**src/rtl/agg_pkg.sv**
```systemverilog
package agg_pkg;
  localparam int OFF_CAUSE = 'h00;
  localparam int OFF_SETC  = 'h08;
  localparam int OFF_MASK  = 'h10;
  localparam int OFF_CTRL  = 'h28;
  localparam int CTRL_MODE_BIT = 3;
  localparam int CTRL_MSIB_BIT = 5;

  typedef enum logic {
    TRIG_LEVEL = 1'b0,
    TRIG_RISE  = 1'b1
  } trig_mode_e;
endpackage

```
**src/rtl/agg_sync.sv**
```systemverilog
module agg_sync #(
  parameter int W      = 32,
  parameter int STAGES = 2
) (
  input  logic         clk,
  input  logic         rst_n,
  input  logic [W-1:0] d_i,
  output logic [W-1:0] q_o
);
  logic [W-1:0] chain [STAGES];

  for (genvar s = 0; s < STAGES; s++) begin : g_stage
    always_ff @(posedge clk or negedge rst_n) begin
      if (!rst_n) chain[s] <= '0;
      else if (s == 0) chain[s] <= d_i;
      else chain[s] <= chain[(s == 0) ? 0 : s-1];
    end
  end

  assign q_o = chain[STAGES-1];
endmodule

```
**src/rtl/agg_trigger.sv**
```systemverilog
module agg_trigger
  import agg_pkg::*;
#(
  parameter int W = 32
) (
  input  logic         clk,
  input  logic         rst_n,
  input  trig_mode_e   mode_i,
  input  logic [W-1:0] lvl_i,
  output logic [W-1:0] hw_set_o
);
  logic [W-1:0] prev_q;

  always_ff @(posedge clk or negedge rst_n) begin
    if (!rst_n) prev_q <= '0;
    else        prev_q <= lvl_i;
  end

  // Edge mode: only a fresh 0->1 of the synchronised line produces an event.
  always_comb begin
    if (mode_i == TRIG_RISE) hw_set_o = lvl_i & ~prev_q;
    else                     hw_set_o = lvl_i;
  end
endmodule

```
**src/rtl/agg_regfile.sv**
```systemverilog
module agg_regfile
  import agg_pkg::*;
#(
  parameter int W      = 32,
  parameter int ADDR_W = 6
) (
  input  logic              clk,
  input  logic              rst_n,
  input  logic              wr_en,
  input  logic              rd_en,
  input  logic [ADDR_W-1:0] addr,
  input  logic [W-1:0]      wdata,
  input  logic [W-1:0]      hw_set_i,
  output logic [W-1:0]      rdata,
  output logic [W-1:0]      cause_o,
  output logic [W-1:0]      mask_o,
  output trig_mode_e        mode_o
);
  logic [W-1:0] cause_q, cause_nxt, mask_q, ctrl_view;
  trig_mode_e   mode_q;
  logic         msib_q;
  logic         hit_cause, hit_setc, hit_mask, hit_ctrl;

  assign hit_cause = (addr == ADDR_W'(OFF_CAUSE));
  assign hit_setc  = (addr == ADDR_W'(OFF_SETC));
  assign hit_mask  = (addr == ADDR_W'(OFF_MASK));
  assign hit_ctrl  = (addr == ADDR_W'(OFF_CTRL));

  // Software clear and set first, hardware events last so they win.
  always_comb begin
    cause_nxt = cause_q;
    if (wr_en && hit_cause) cause_nxt = cause_nxt & wdata;
    if (wr_en && hit_setc)  cause_nxt = cause_nxt | wdata;
    cause_nxt = cause_nxt | hw_set_i;
  end

  always_ff @(posedge clk or negedge rst_n) begin
    if (!rst_n) begin
      cause_q <= '0;
      mask_q  <= '1;
      mode_q  <= TRIG_LEVEL;
      msib_q  <= 1'b0;
    end else begin
      cause_q <= cause_nxt;
      if (wr_en && hit_mask) mask_q <= wdata;
      if (wr_en && hit_ctrl) begin
        mode_q <= trig_mode_e'(wdata[CTRL_MODE_BIT]);
        msib_q <= wdata[CTRL_MSIB_BIT];
      end
    end
  end

  always_comb begin
    ctrl_view = '0;
    ctrl_view[CTRL_MODE_BIT] = mode_q;
    ctrl_view[CTRL_MSIB_BIT] = msib_q;
  end

  always_comb begin
    rdata = '0;
    if (rd_en) begin
      if (hit_cause)     rdata = cause_q;
      else if (hit_mask) rdata = mask_q;
      else if (hit_ctrl) rdata = ctrl_view;
    end
  end

  assign cause_o = cause_q;
  assign mask_o  = mask_q;
  assign mode_o  = mode_q;
endmodule

```
**src/rtl/wired_irq_agg.sv**
```systemverilog
module wired_irq_agg
  import agg_pkg::*;
#(
  parameter int NUM_SRC     = 32,
  parameter int ADDR_W      = 6,
  parameter int SYNC_STAGES = 2
) (
  input  logic               clk,
  input  logic               rst_n,
  input  logic [NUM_SRC-1:0] src_i,
  input  logic               wr_en,
  input  logic               rd_en,
  input  logic [ADDR_W-1:0]  addr,
  input  logic [NUM_SRC-1:0] wdata,
  output logic [NUM_SRC-1:0] rdata,
  output logic               irq_o
);
  logic [NUM_SRC-1:0] src_sync_w, hw_set_w, cause_w, mask_w;
  trig_mode_e         mode_w;

  agg_sync #(.W(NUM_SRC), .STAGES(SYNC_STAGES)) u_sync (
    .clk(clk), .rst_n(rst_n), .d_i(src_i), .q_o(src_sync_w)
  );

  agg_trigger #(.W(NUM_SRC)) u_trig (
    .clk(clk), .rst_n(rst_n), .mode_i(mode_w),
    .lvl_i(src_sync_w), .hw_set_o(hw_set_w)
  );

  agg_regfile #(.W(NUM_SRC), .ADDR_W(ADDR_W)) u_regs (
    .clk(clk), .rst_n(rst_n), .wr_en(wr_en), .rd_en(rd_en),
    .addr(addr), .wdata(wdata), .hw_set_i(hw_set_w),
    .rdata(rdata), .cause_o(cause_w), .mask_o(mask_w), .mode_o(mode_w)
  );

  assign irq_o = |(cause_w & ~mask_w);
endmodule

```
**config.mk**
```make
export PLATFORM = sky130hd
export DESIGN_NAME = wired_irq_agg
export DESIGN_NICKNAME = d
export VERILOG_FILES = /design/src/rtl/agg_pkg.sv /design/src/rtl/agg_sync.sv /design/src/rtl/agg_trigger.sv /design/src/rtl/agg_regfile.sv /design/src/rtl/wired_irq_agg.sv
export SDC_FILE = /design/constraint.sdc
export NUM_CORES = 1
export LEC_CHECK = 0
export ABC_AREA = 1
export CORE_ASPECT_RATIO = 0.75
export CORE_MARGIN = 1.5
export CORE_UTILIZATION = 48
export CTS_CLUSTER_SIZE = 40
export DETAILED_ROUTE_END_ITERATION = 7
export PLACE_DENSITY = 0.76
export SYNTH_ARGS = -nofsm -noshare
export SYNTH_HDL_FRONTEND = slang
export SYNTH_SLANG_ARGS = --single-unit
```
**constraint.sdc**
```tcl
create_clock -name clk -period 1.25 [get_ports clk]
set_input_delay 0.25 -clock clk [delete_from_list [all_inputs] [get_ports clk]]
set_output_delay 0.25 -clock clk [all_outputs]
set_load 0.03 [all_outputs]
```
Word level (Yosys, flattened, before mapping)
Index checks and enable logic that the tools add are counted.
W data, S select, Z words.
Storage, ports and cells
  logic and storage cells: 30
  register bits: 162
  output and inout port bits: 33
  bits of input ports: 74
Cells by class
  bitwise gates (word level): 7
  reductions and logical operators: 6
  eq/ne operators: 3
  muxes and demuxes: 7
Operators with widths (count)
  $mux W32: 6
  $and A32 B32 Y32: 3
  $not A32 Y32: 2
  $or A32 B32 Y32: 2
  $reduce_or A32 Y1: 1
  $eq A6 B4 Y1 const B: 1
  $eq A6 B5 Y1 const B: 1
  $eq A6 B6 Y1 const B: 1
  $logic_not A6 Y1: 1
  $mux W6: 1
  $logic_and A1 B1 Y1: 4

Depth between registers and ports, before layout
Gate-level depths: netlist (run 1).
  depth in word-level cells: 6
  mapped depth: 8

Modules after synthesis
Synthesis (run 1) repeated with hierarchy kept, for this count alone.
Unflattened totals
  cells, all modules: 868
  area, all modules: 7219.4 sq um
Modules (own cells, without submodules)
  agg_regfile: sequential area each 1691.6 sq um, area each 3913.8 sq um, cells each 581, times used 1
  agg_sync: sequential area each 1601.5 sq um, area each 1841.8 sq um, cells each 96, times used 1
  agg_trigger: sequential area each 800.8 sq um, area each 1114.8 sq um, cells each 99, times used 1
  wired_irq_agg: sequential area each 0.0 sq um, area each 349.1 sq um, cells each 92, times used 1

Worst setup path after synthesis (run 1)
OpenSTA, ideal clock, no wires.
  path type: input-to-output
  from: in addr[1]
  to: out rdata[0]
  path buffers: 1
  data arrival time: 1.423 ns
  stages on the path: 6
  setup slack: -0.423 ns
  path through: nor2_2 -> nand3_2 -> inv_1 -> buf_2 -> nand2_1 -> a21oi_1
Between the ends
  word-level cells in the longest chain between the ends: 4
Ends and longest elaborated chain
  start: declaration: line wired_irq_agg.sv:13  | input logic [ADDR_W-1:0] addr,
  $eq A6 B5 Y1: line agg_regfile.sv:26  | assign hit_mask = (addr == ADDR_W'(OFF_MASK));
  $mux W32: line agg_regfile.sv:63  | else if (hit_mask) rdata = mask_q;
  $mux W32 *: line agg_regfile.sv:62  | if (hit_cause) rdata = cause_q;
  $mux W32 *: line agg_regfile.sv:61  | if (rd_en) begin
  end: declaration: line wired_irq_agg.sv:15  | output logic [NUM_SRC-1:0] rdata,
Mark *: on every way between the ends. The rest lies on a longest branch, timed or not.

Worst setup path in the final report (run 1)
  from: reg u_regs.mask_q[0] (netlist: u_regs.mask_o[0])
  to: out irq_o
Between the ends
  word-level cells in the longest chain between the ends: 3
Ends and longest elaborated chain
  start: declaration: line agg_regfile.sv:19  | logic [W-1:0] cause_q, cause_nxt, mask_q, ctrl_view;
  start signal: assignment: line agg_regfile.sv:45  | if (wr_en && hit_mask) mask_q <= wdata;
  $not A32 Y32: line wired_irq_agg.sv:36  | assign irq_o = |(cause_w & ~mask_w);
  $and A32 B32 Y32: line wired_irq_agg.sv:36
  $reduce_or A32 Y1: line wired_irq_agg.sv:36
  end: declaration: line wired_irq_agg.sv:16  | output logic irq_o
No other way between the ends.

==> out/qor_table.md, run 1 <==
| Result | This run |
|:---|:---|
| Total track usage | 28.91% |
| CP required | 1.00 ns |
| Detailed Place HPWL | 11900 µm |
| Height of the die | 105.0 µm |
| Unrepaired setup endpoints after global routing | yes |
| Data arrival time at the worst-slack endpoint | 1.79 ns |
| Routing usage on met1 | 36.72% |
| Mean Syn Cell Area | 8.616 µm² |
| Vias in the first global route | 6242 |
| Number of antenna violations at the first check in global routing | 2 |
| Total count of hold-check failures in the final report | 0 |
| Wire length of the first global-routing pass | 32370 µm |
| Fin cells | 1172 |
| I/O Pins | 107 |
| Clock H-tree levels | 4 |
| DRT iter0 DRCs | 775 |
| Root buffer cell | sky130_fd_sc_hd__clkbuf_16 |
| Synthesis-stage register bit count | 162 |
| Drt first pass iters | 6 |
| Synth Area in XOR/XNOR | 0% |
| Detailed-route wire length | 23560 µm |
| Max Buffers Root-to-Sink | 2 |
| Power per unit of standard cell area | 1278 mW/mm² |
| Net count of the finished layout | 1057 |
| Worst hold slack after final layout | 0.2515 ns |
| Slew at the pin closest to its max-slew limit | 0.3552 ns |
| Top post-synthesis cells by area | sky130_fd_sc_hd__dfrtp_1 49%, sky130_fd_sc_hd__nand2_1 18%, sky130_fd_sc_hd__dfstp_2 13% |
| Run status | finished with violations |
| Max capacitance violation total | 0 |
| Syn Inst Count | 773 |
| Maximum vdd drop | 0.001207 V |
| Count of pins over their slew limit | 0 |
| Initial standard-cell utilization of the core | 48.93% |
| Non-Filler Cell Area, Final | 0.01052 mm² |
| YS warnings | 0 |
| Remaining global-route overflow | 0 |
| Post-route setup slack | -0.7941 ns |
| Met3 Track Usage GR | 8.662% |
| Insertion delay to the later sink of the worst-skew pair | 0.42 ns |
| Clock transition at path regs | 0.07 ns |
| Final period util | 163.5% |
| Highest-delay cell along the critical path | sky130_fd_sc_hd__dfstp_2 |
| Leakage | 4.842 nW |
| Finish-stage setup viols | 73 |
| Critical setup path kind | flip-flop to output port |
| Area growth from synthesis to final layout | 58.01% |
| Total Neg Setup Slack | -17.68 ns |
| Worst min-delay path class | input port to asynchronous set/reset pin |
| DRC | 0 |
| Mapped Nets | 847 |
| Worst slack, placed | -0.8122 ns |
| Cell Area, Synth | 0.006660 mm² |
| Proportion of synthesized chip area in sequential cells | 61.47% |
| Commonest non-fill, non-tap cells in the layout | 260 x sky130_fd_sc_hd__nand2_1, 130 x sky130_fd_sc_hd__dfrtp_1, 89 x sky130_fd_sc_hd__inv_1 |
| Most used cell, CP | sky130_fd_sc_hd__nand2_2 |
| Synthesized-area fraction occupied by ao, oa, aoi and oai cells | 4.809% |
| X dimension of the die | 139.0 µm |
| TritonCTS clock tree | done |
| Cell family with the largest share of critical-path delay | simple AND/OR/NAND/NOR gates |
| Violations in the final reports | negative setup slack |
| Post-placement cell area | 0.008891 mm² |
| Critical path launch point type | flip-flop |
| Vias post-DR | 6523 |
| Routed len/inst | 20.10 µm |
| Crit Path Max Fanout | 2 |
| Area of the core region | 0.01361 mm² |
| Kind of end point of the critical path | output port |
| Full die area | 0.01460 mm² |
| Buffers on Ports | 106 |
| Synth top area share | 48.84% |
| TritonCTS Buffers | 17 |
| Number of placed instances, taps included | 1105 |
| Library cell with the largest summed area after synthesis | sky130_fd_sc_hd__dfrtp_1 |
| Row count | 37 |
| Layout cell share with drive strength beyond 1 | 34.74% |
| Main combinational cell family by area after synthesis | simple AND/OR/NAND/NOR gates |
| Sinks on the clock net | 162 |
| Busiest grt layer | met2 |
| Mux contribution to synthesized area | 0% |
| Most frequent standard cell in the layout excluding fill and tap cells | sky130_fd_sc_hd__nand2_1 |
| Post-layout minimum cycle time | 2.044 ns |
| Max incr delay on CP | 0.54 ns |
| Pin count of the biggest net entering global routing | 41 |
| Weighted congestion at the end of routability-driven global placement | 0.8542 |
| Adder and majority cell fraction of the synthesized area | 0% |
| Unique cell type count in the Yosys netlist | 20 |
| Remaining antenna violation count after routing | 0 |
| Met2 track utilization from global routing | 44.98% |
| Maximum clock frequency | 489.2 MHz |
| Clock skew | 0.01072 ns |
| Via-per-instance ratio | 5.566 |
| Cell Chain, Critical Path | inv_1 > nand2_1 > nand2_2 > nor2_4 > nand2_2 > nor2_4 > nand2_2 > buf_6 |
| CP Buf/Inv Count | 2 |
| Simple logic cell fraction of the synthesized area | 25.42% |
| Slew margin rel. | 76.32% |
## cells in the mapped netlist
cell and count:
sky130_fd_sc_hd__a21oi_1 30, sky130_fd_sc_hd__buf_1 1, sky130_fd_sc_hd__buf_2 14, sky130_fd_sc_hd__buf_4 2, sky130_fd_sc_hd__clkbuf_1 15, sky130_fd_sc_hd__clkbuf_2 2
sky130_fd_sc_hd__dfrtp_1 130, sky130_fd_sc_hd__dfstp_2 32, sky130_fd_sc_hd__inv_1 105, sky130_fd_sc_hd__inv_2 1, sky130_fd_sc_hd__nand2_1 313, sky130_fd_sc_hd__nand3_1 38
sky130_fd_sc_hd__nand3_2 1, sky130_fd_sc_hd__nand4_1 32, sky130_fd_sc_hd__nor2_1 16, sky130_fd_sc_hd__nor2_2 4, sky130_fd_sc_hd__nor2_4 2, sky130_fd_sc_hd__nor3_2 1
sky130_fd_sc_hd__o21ai_0 27, sky130_fd_sc_hd__o21ai_1 7
## per-layer routing
layer	share of wire, %	up-vias	routed length [µm]
li1	-	2814	-
met1	36	3059	8578
met2	46	505	10790
met3	11	143	2709
met4	6.2	2	1465
met5	0.068	-	16
## layout make-up
cell class,instances,area (µm²)
Inverter,106,405.4
Clock buffer,17,425.4
Sequential cell,162,4094
Fill cell,750,3087
Tap cell,175,219.0
Timing Repair Buffer,225,2596
Clock inverter,15,180.2
Multi-Input combinational cell,471,2601
Antenna cell,1,2.502
## cell families (layout without fill, tap and decap cells)
| logic type | count (synthesis) | count (layout) |
|---|---|---|
| AO/OA/AOI/OAI | 64 | 64 |
| other | 0 | 1 |
| AND/OR/NAND/NOR | 407 | 407 |
| flip-flops | 162 | 162 |
| buffers and inverters | 140 | 363 |
## worst paths after layout
check | start | end | slack (ns) | cells after the start
hold reg to reg | u_sync.chain[40]$_DFF_PN0_ | u_sync.q_o[8]$_DFF_PN0_ | 0.35 | 0
setup reg to reg | u_regs.mode_o$_DFFE_PN0P_ | u_regs.cause_o[22]$_DFF_PN0_ | 0.03 | 6
min in group clk | src_i[9] | u_sync.chain[41]$_DFF_PN0_ | 0.26 | 1
hold / removal | rst_n | u_regs.cause_o[19]$_DFF_PN0_ | 0.25 | 2
setup / recovery | u_regs.mask_o[0]$_DFFE_PN1P_ | irq_o | -0.79 | 8
max in group asynchronous | rst_n | u_regs.mask_o[2]$_DFFE_PN1P_ | 0.42 | 3
## power by group
part / switching [mW] / total [mW] / internal [mW]
Clock: 2.43 / 5.31 / 2.88
Combinational: 1.21 / 2.17 / 0.961
Sequential: 0.212 / 5.98 / 5.76
## state kept, by name (all words and copies together) (netlist names)
register,count
u_sync.chain,32
u_regs.cause_o,32
u_regs.mask_o,32
u_regs.mode_o,1
u_trig.prev_q,32
u_sync.q_o,32
u_regs.msib_q,1
## worst reg2reg max path: cells and delay by family (launching register included)
kind / cells / cell delay, ns
buffers and inverters: 2 / 0.32
flip-flops: 1 / 0.41
AND/OR/NAND/NOR: 4 / 0.38
## through the flow
step	power [mW]	util, %
after floorplan	6.719	-
after global placement	7.564	65.32
after detailed placement	7.625	65.32
after CTS	13.04	74.54
after global routing	13.89	77.30
final	13.45	77.32
## timing repair
action / 4_1_cts / 5_1_grt
hold buffers: 1 / 0
pin swaps: 67 / 34
gates resized for setup: 109 / 108
setup endpoints to repair: 99 / 97
endpoints found under the hold margin: 134 / 0
buffers inserted: 13 / 10
gates cloned: 10 / 5
No activity file was read; power rests on OpenSTA's default activity.
==> run 2: changes to the inputs <==
Settings changed: TNS_END_PERCENT from default to 100.
==> results of run 2 <==
Final layout, timing and power as in run 1 (identical DEF).
